<file path="src/rtl/t2mux_pkg.sv">
package t2mux_pkg;
    parameter int NUM_TRIB  = 4;
    parameter int SUBFRAMES = 4;
    parameter int BLOCKS    = 6;
    parameter int INFO_BITS = 48;
    parameter int SF_W      = $clog2(SUBFRAMES);
    parameter int BLK_W     = $clog2(BLOCKS);
    parameter int INFO_W    = $clog2(INFO_BITS);
    parameter int FRAME_BITS = SUBFRAMES * BLOCKS * (INFO_BITS + 1);
    parameter logic [NUM_TRIB-1:0] INV_MASK = 4'b1010;

    typedef enum logic [0:0] {
        S_OVERHEAD = 1'b0,
        S_PAYLOAD  = 1'b1
    } slot_state_e;
endpackage

</file>
<file path="src/rtl/t2mux_frame_seq.sv">
module t2mux_frame_seq
    import t2mux_pkg::*;
(
    input  logic              clk,
    input  logic              rst_n,
    output slot_state_e       state,
    output logic [SF_W-1:0]   sf_idx,
    output logic [BLK_W-1:0]  blk_idx,
    output logic [INFO_W-1:0] info_idx,
    output logic              sf_start
);
    slot_state_e state_nx;
    logic last_info;
    logic last_blk;

    assign last_info = (info_idx == INFO_W'(INFO_BITS - 1));
    assign last_blk  = (blk_idx == BLK_W'(BLOCKS - 1));
    assign sf_start  = (state == S_OVERHEAD) && (blk_idx == '0);

    always_ff @(posedge clk) begin
        if (!rst_n) state <= S_OVERHEAD;
        else        state <= state_nx;
    end

    always_comb begin
        state_nx = state;
        unique case (state)
            S_OVERHEAD: state_nx = S_PAYLOAD;
            S_PAYLOAD:  state_nx = last_info ? S_OVERHEAD : S_PAYLOAD;
        endcase
    end

    always_ff @(posedge clk) begin
        if (!rst_n) begin
            info_idx <= '0;
            blk_idx  <= '0;
            sf_idx   <= '0;
        end else if (state == S_PAYLOAD) begin
            if (last_info) begin
                info_idx <= '0;
                if (last_blk) begin
                    blk_idx <= '0;
                    sf_idx  <= (sf_idx == SF_W'(SUBFRAMES - 1)) ? '0 : sf_idx + 1'b1;
                end else begin
                    blk_idx <= blk_idx + 1'b1;
                end
            end else begin
                info_idx <= info_idx + 1'b1;
            end
        end
    end
endmodule

</file>
<file path="src/rtl/t2mux_stuff_ctl.sv">
module t2mux_stuff_ctl
    import t2mux_pkg::*;
#(
    parameter int FILL_W       = 4,
    parameter int STUFF_THRESH = 4
) (
    input  logic                       clk,
    input  logic                       rst_n,
    input  logic                       sf_start,
    input  logic [SF_W-1:0]            sf_idx,
    input  logic [NUM_TRIB*FILL_W-1:0] trib_fill,
    input  logic [NUM_TRIB-1:0]        loop_req,
    output logic                       stuff_q,
    output logic                       loop_q
);
    logic [NUM_TRIB-1:0] fill_low;

    for (genvar i = 0; i < NUM_TRIB; i++) begin : g_low
        assign fill_low[i] = (trib_fill[i*FILL_W +: FILL_W] < FILL_W'(STUFF_THRESH));
    end

    always_ff @(posedge clk) begin
        if (!rst_n) begin
            stuff_q <= 1'b0;
            loop_q  <= 1'b0;
        end else if (sf_start) begin
            stuff_q <= fill_low[sf_idx];
            loop_q  <= loop_req[sf_idx];
        end
    end
endmodule

</file>
<file path="src/rtl/t2mux_bit_sel.sv">
module t2mux_bit_sel
    import t2mux_pkg::*;
(
    input  slot_state_e         state,
    input  logic [SF_W-1:0]     sf_idx,
    input  logic [BLK_W-1:0]    blk_idx,
    input  logic [INFO_W-1:0]   info_idx,
    input  logic                stuff_q,
    input  logic                loop_q,
    input  logic                remote_alarm,
    input  logic [NUM_TRIB-1:0] trib_bit,
    output logic                bit_nx,
    output logic                fs_nx,
    output logic [NUM_TRIB-1:0] pop
);
    logic [1:0] lane;
    logic       stuff_slot;

    assign lane       = info_idx[1:0];
    assign stuff_slot = stuff_q && (blk_idx == BLK_W'(BLOCKS - 1))
                        && (info_idx == INFO_W'(sf_idx));

    always_comb begin
        bit_nx = 1'b0;
        fs_nx  = 1'b0;
        pop    = '0;
        unique case (state)
            S_OVERHEAD: begin
                fs_nx = (blk_idx == '0) && (sf_idx == '0);
                case (blk_idx)
                    3'd0:    bit_nx = (sf_idx == '0) ? ~remote_alarm : (sf_idx != SF_W'(1));
                    3'd1:    bit_nx = stuff_q;
                    3'd2:    bit_nx = 1'b0;
                    3'd3:    bit_nx = stuff_q;
                    3'd4:    bit_nx = stuff_q ^ loop_q;
                    3'd5:    bit_nx = 1'b1;
                    default: bit_nx = 1'b0;
                endcase
            end
            S_PAYLOAD: begin
                if (!stuff_slot) begin
                    bit_nx    = trib_bit[lane] ^ INV_MASK[lane];
                    pop[lane] = 1'b1;
                end
            end
        endcase
    end
endmodule

</file>
<file path="src/rtl/t2_interleave_mux.sv">
module t2_interleave_mux
    import t2mux_pkg::*;
#(
    parameter int FILL_W       = 4,
    parameter int STUFF_THRESH = 4
) (
    input  logic                       clk,
    input  logic                       rst_n,
    input  logic [NUM_TRIB-1:0]        trib_bit,
    input  logic [NUM_TRIB*FILL_W-1:0] trib_fill,
    input  logic [NUM_TRIB-1:0]        loop_req,
    input  logic                       remote_alarm,
    output logic                       t2_data,
    output logic                       frame_start,
    output logic [NUM_TRIB-1:0]        trib_pop
);
    slot_state_e       state;
    logic [SF_W-1:0]   sf_idx;
    logic [BLK_W-1:0]  blk_idx;
    logic [INFO_W-1:0] info_idx;
    logic              sf_start;
    logic              stuff_q;
    logic              loop_q;
    logic              bit_nx;
    logic              fs_nx;

    t2mux_frame_seq u_seq (
        .clk      (clk),
        .rst_n    (rst_n),
        .state    (state),
        .sf_idx   (sf_idx),
        .blk_idx  (blk_idx),
        .info_idx (info_idx),
        .sf_start (sf_start)
    );

    t2mux_stuff_ctl #(.FILL_W(FILL_W), .STUFF_THRESH(STUFF_THRESH)) u_stuff (
        .clk       (clk),
        .rst_n     (rst_n),
        .sf_start  (sf_start),
        .sf_idx    (sf_idx),
        .trib_fill (trib_fill),
        .loop_req  (loop_req),
        .stuff_q   (stuff_q),
        .loop_q    (loop_q)
    );

    t2mux_bit_sel u_sel (
        .state        (state),
        .sf_idx       (sf_idx),
        .blk_idx      (blk_idx),
        .info_idx     (info_idx),
        .stuff_q      (stuff_q),
        .loop_q       (loop_q),
        .remote_alarm (remote_alarm),
        .trib_bit     (trib_bit),
        .bit_nx       (bit_nx),
        .fs_nx        (fs_nx),
        .pop          (trib_pop)
    );

    always_ff @(posedge clk) begin
        if (!rst_n) begin
            t2_data     <= 1'b0;
            frame_start <= 1'b0;
        end else begin
            t2_data     <= bit_nx;
            frame_start <= fs_nx;
        end
    end
endmodule

</file>
<file path="config.mk">
export PLATFORM = sky130hd
export DESIGN_NAME = t2_interleave_mux
export DESIGN_NICKNAME = d
export VERILOG_FILES = /design/src/rtl/t2mux_pkg.sv /design/src/rtl/t2mux_frame_seq.sv /design/src/rtl/t2mux_stuff_ctl.sv /design/src/rtl/t2mux_bit_sel.sv /design/src/rtl/t2_interleave_mux.sv
export SDC_FILE = /design/constraint.sdc
export NUM_CORES = 1
export LEC_CHECK = 0
export ABC_AREA = 1
export BUFFER_PORTS_ARGS = -buffer_cell sky130_fd_sc_hd__buf_2
export CAP_MARGIN = 10
export CORE_MARGIN = 1
export CORE_UTILIZATION = 40
export CTS_BUF_LIST = sky130_fd_sc_hd__clkbuf_8 sky130_fd_sc_hd__clkbuf_16
export CTS_CLUSTER_DIAMETER = 150
export DETAILED_ROUTE_END_ITERATION = 10
export GPL_TIMING_DRIVEN = 0
export PLACE_DENSITY_LB_ADDON = 0.1
export SYNTH_ARGS = -nofsm -noshare
export SYNTH_HDL_FRONTEND = slang
export SYNTH_SLANG_ARGS = --single-unit
</file>
<file path="constraint.sdc">
create_clock -name clk -period 3.2 [get_ports clk]
set_input_delay 0.48 -clock clk [delete_from_list [all_inputs] [get_ports clk]]
set_output_delay 0.48 -clock clk [all_outputs]
set_load 0.05 [all_outputs]
</file>
==> tab_implementation.tex <==
\begin{tabular}{lr}
\hline
Metric & Value \\
\hline
\multicolumn{2}{l}{\textbf{Status}} \\
\quad Status & finished, final reports clean \\
\multicolumn{2}{l}{\textbf{Synth}} \\
\quad Net Count, Synth & 189 \\
\quad Syn Inst Count & 154 \\
\quad Synthesized cell area & 1002 sq um \\
\quad Avg Cell Area, Syn & 6.508 sq um \\
\quad Warnings from Yosys & 0 \\
\quad Seq/Total Area, Yosys & 31.96\% \\
\quad Seq cells post-synth & 16 \\
\quad Number of distinct library cells after synthesis & 21 \\
\multicolumn{2}{l}{\textbf{Cells and area}} \\
\quad Commonest non-fill, non-tap cells in the layout & nand2\_1 (32), nor2\_1 (26), inv\_1 (25) \\
\quad ANT cells & 0 \\
\quad Proportion of layout cells with a drive suffix above 1 & 18.78\% \\
\quad Most common library cell in the layout ignoring fill and taps & nand2\_1 \\
\quad Total number of nets in the final design & 217 \\
\quad Area growth syn-to-layout & 20.47\% \\
\multicolumn{2}{l}{\textbf{Floorplanning}} \\
\quad Die boundary height & 52.06 um \\
\quad Number of cell rows & 17 \\
\quad Width of the die & 52.06 um \\
\quad Initial Util & 44.04\% \\
\quad Area of the placeable core & 2276 sq um \\
\quad Die Area & 2710 sq um \\
\quad I/O pin cnt & 33 \\
\multicolumn{2}{l}{\textbf{GRT}} \\
\quad Congestion Overflow GR & 0 \\
\quad Maximum number of pins on one net before global-route repair & 10 \\
\quad Global routing usage summed across all routing layers & 20.94\% \\
\quad Via count of the first global-routing pass & 946 \\
\quad Global-route wire length before repair & 4.140 mm \\
\quad Initial antenna violation count & 0 \\
\multicolumn{2}{l}{\textbf{Setup path}} \\
\quad Required @ worst endpoint & 2.72 ns \\
\quad Data arrival, critical path & 1.58 ns \\
\quad Slowest cell delay on critical path & 0.36 ns \\
\quad Cell type of the slowest stage on the worst timing path & dfxtp\_1 \\
\quad Worst-path maximum fanout & 8 \\
\quad Worst setup path category & reg2out \\
\quad Critical path, cell by cell & buf\_2, nand2\_1, nand2\_1, nor2\_1, nand3\_1, nand2\_1, nor2\_1, buf\_2 \\
\quad CP most frequent cell & nand2\_1 \\
\quad CP Capture Type & primary output \\
\quad Setup crit start kind & flop \\
\multicolumn{2}{l}{\textbf{Power and ir drop}} \\
\quad P per Cell Area & 384.8 nW/um\^{}2 \\
\quad Overall power & 464.6 uW \\
\quad VDD IR max & 0.0002261 V \\
\quad Leak & 0.6089 nW \\
\multicolumn{2}{l}{\textbf{STA}} \\
\quad Pins over their slew limit & 0 \\
\quad Final setup violating endpoints & 0 \\
\quad Setup TNS after final layout & 0 ns \\
\quad Setup Skew & 0.005211 ns \\
\quad Worst-case headroom to the max-slew limit & 75.70\% \\
\quad Setup repair after global routing missed its margin & false \\
\quad Least-Margin Pin Slew & 0.3645 ns \\
\quad Number of hold violations in the final report & 0 \\
\quad Maximum frequency from static timing analysis & 484.6 MHz \\
\quad Share of the cycle needed by the critical path after routing & 64.49\% \\
\quad Fin crit period & 2.064 ns \\
\multicolumn{2}{l}{\textbf{Placed design}} \\
\quad Number of buffers added on ports & 23 \\
\quad Routability Congestion & 0.8578 \\
\quad Detailed-placement wirelength estimate & 1.776 mm \\
\multicolumn{2}{l}{\textbf{Drt}} \\
\quad Antenna-violating nets left & 0 \\
\quad Via density per instance & 4.722 \\
\quad Wire length per cell after detailed routing & 10.96 um \\
\quad Detailed Routing Iterations Pass 1 & 4 \\
\quad Vias post-DR & 987 \\
\quad Post-route DRC violation count & 0 \\
\quad Wirelength, routed & 2.290 mm \\
\quad 1st-iter DRT viols & 15 \\
\multicolumn{2}{l}{\textbf{Clocking}} \\
\quad Post-cts repair resize count & 0 \\
\quad Worst-case clock buffer depth & 2 \\
\quad CTS Sinks & 16 \\
\quad Post-CTS Hold Fix Bufs & 0 \\
\quad Clock tree from TritonCTS & built \\
\quad Post-CTS setup buffer count & 0 \\
\quad Number of CTS-inserted buffers & 3 \\
\quad H-Tree Depth & 1 \\
\quad Root cell of the clock tree & clkbuf\_8 \\
\quad Clock latency reported for the late side of the worst-skew pair & 0.26 ns \\
\quad CTS clk-pin slew, worst paths & 0.07 ns \\
\multicolumn{2}{l}{\textbf{Flow run}} \\
\quad Max cap viols & 0 \\
\multicolumn{2}{l}{\textbf{Hold path}} \\
\quad Path type of the worst min-delay path & in2reg \\
\hline
\end{tabular}
registers in the layout, summed over array words and instances, names as in the netlist:
name	count
u_seq.blk_idx	3
u_seq.state	1
u_seq.info_idx	6
u_stuff.loop_q	1
u_seq.sf_idx	2
u_stuff.stuff_q	1
frame_start	1
t2_data	1
kinds of logic after synthesis:
family / count (synthesis) / share of synthesized area, %
AOI/OAI and AO/OA: 20 / 10.61
xor gates and xnor gates: 3 / 2.622
adders and majority gates: 8 / 9.988
buffers and inverters: 29 / 11.36
DFF: 16 / 31.96
and+or+nand+nor: 78 / 33.46
layer usage:
metal	track usage, %	up-vias	share of wire (%)
met5	0	-	0
met4	9.009	0	1.7
met3	4.386	7	3.1
met2	33.12	14	47
met1	27.07	428	48
li1	-	538	-
layout make-up:
class                           count  area, sq um
Buffer                              3        16.27
Clock buffer                        4        55.05
Fill cell                         217         1069
Inverter                           26        97.59
Multi-Input combinational cell    109        568.0
Sequential cell                    16        320.3
Tap cell                           28        35.03
Timing Repair Buffer               23        115.1
per-stage QoR:
| step | util, % | cells | hold slack [ns] | worst slack (ns) | area, sq um |
|---|---|---|---|---|---|
| 2_1_floorplan | - | 154 | 0.4730 | 1.271 | 1002 |
| 3_3_place_gp | 50.63 | 205 | 0.5020 | 1.433 | 1152 |
| 3_5_place_dp | 50.63 | 205 | 0.5096 | 1.422 | 1152 |
| 4_1_cts | 53.05 | 209 | 0.5163 | 1.140 | 1207 |
| 5_1_grt | 53.05 | 209 | 0.5537 | 0.9704 | 1207 |
| 6_report | 53.05 | 209 | 0.5133 | 1.136 | 1207 |
cells in the mapped netlist (all sizes together):
library cell	instances	area share, %
nand2	32	12
nor2	27	10
inv	26	9.7
dfxtp	16	32
nand3	10	5.0
o21ai	10	5.0
ha	8	10
a21oi	7	3.5
nor3	5	3.5
xor2	3	2.6
buf	2	1.2
nand4	2	1.2
o31ai	2	1.5
a31oi	1	0.62
clkbuf	1	0.37
nand3b	1	0.75
or2	1	0.62
critical path, delay by kind of cell (launching register included):
family                 cells  cell delay, ns
and+or+nand+nor            6            0.49
buffers and inverters      2            0.48
DFF                        1            0.36
report_power, final:
| part | switching (mW) | total (mW) | internal [mW] |
|---|---|---|---|
| Sequential | 0.00552 | 0.211 | 0.205 |
| Combinational | 0.0442 | 0.0681 | 0.0239 |
| Clock | 0.0763 | 0.186 | 0.109 |
| Total | 0.126 | 0.465 | 0.339 |
worst paths after layout:
path	startpoint	end	slack, ns	depth (start not counted)
worst max-delay path	u_seq.sf_idx[0]	trib_pop[3]	1.14	8
worst max register to register	u_seq.info_idx[1]	u_seq.blk_idx[2]	1.63	6
worst min register to register	u_seq.blk_idx[1]	u_seq.blk_idx[1]	0.52	2
worst min-delay path	trib_fill[14]	u_stuff.stuff_q	0.51	4
(Power assumes the default switching activity.)
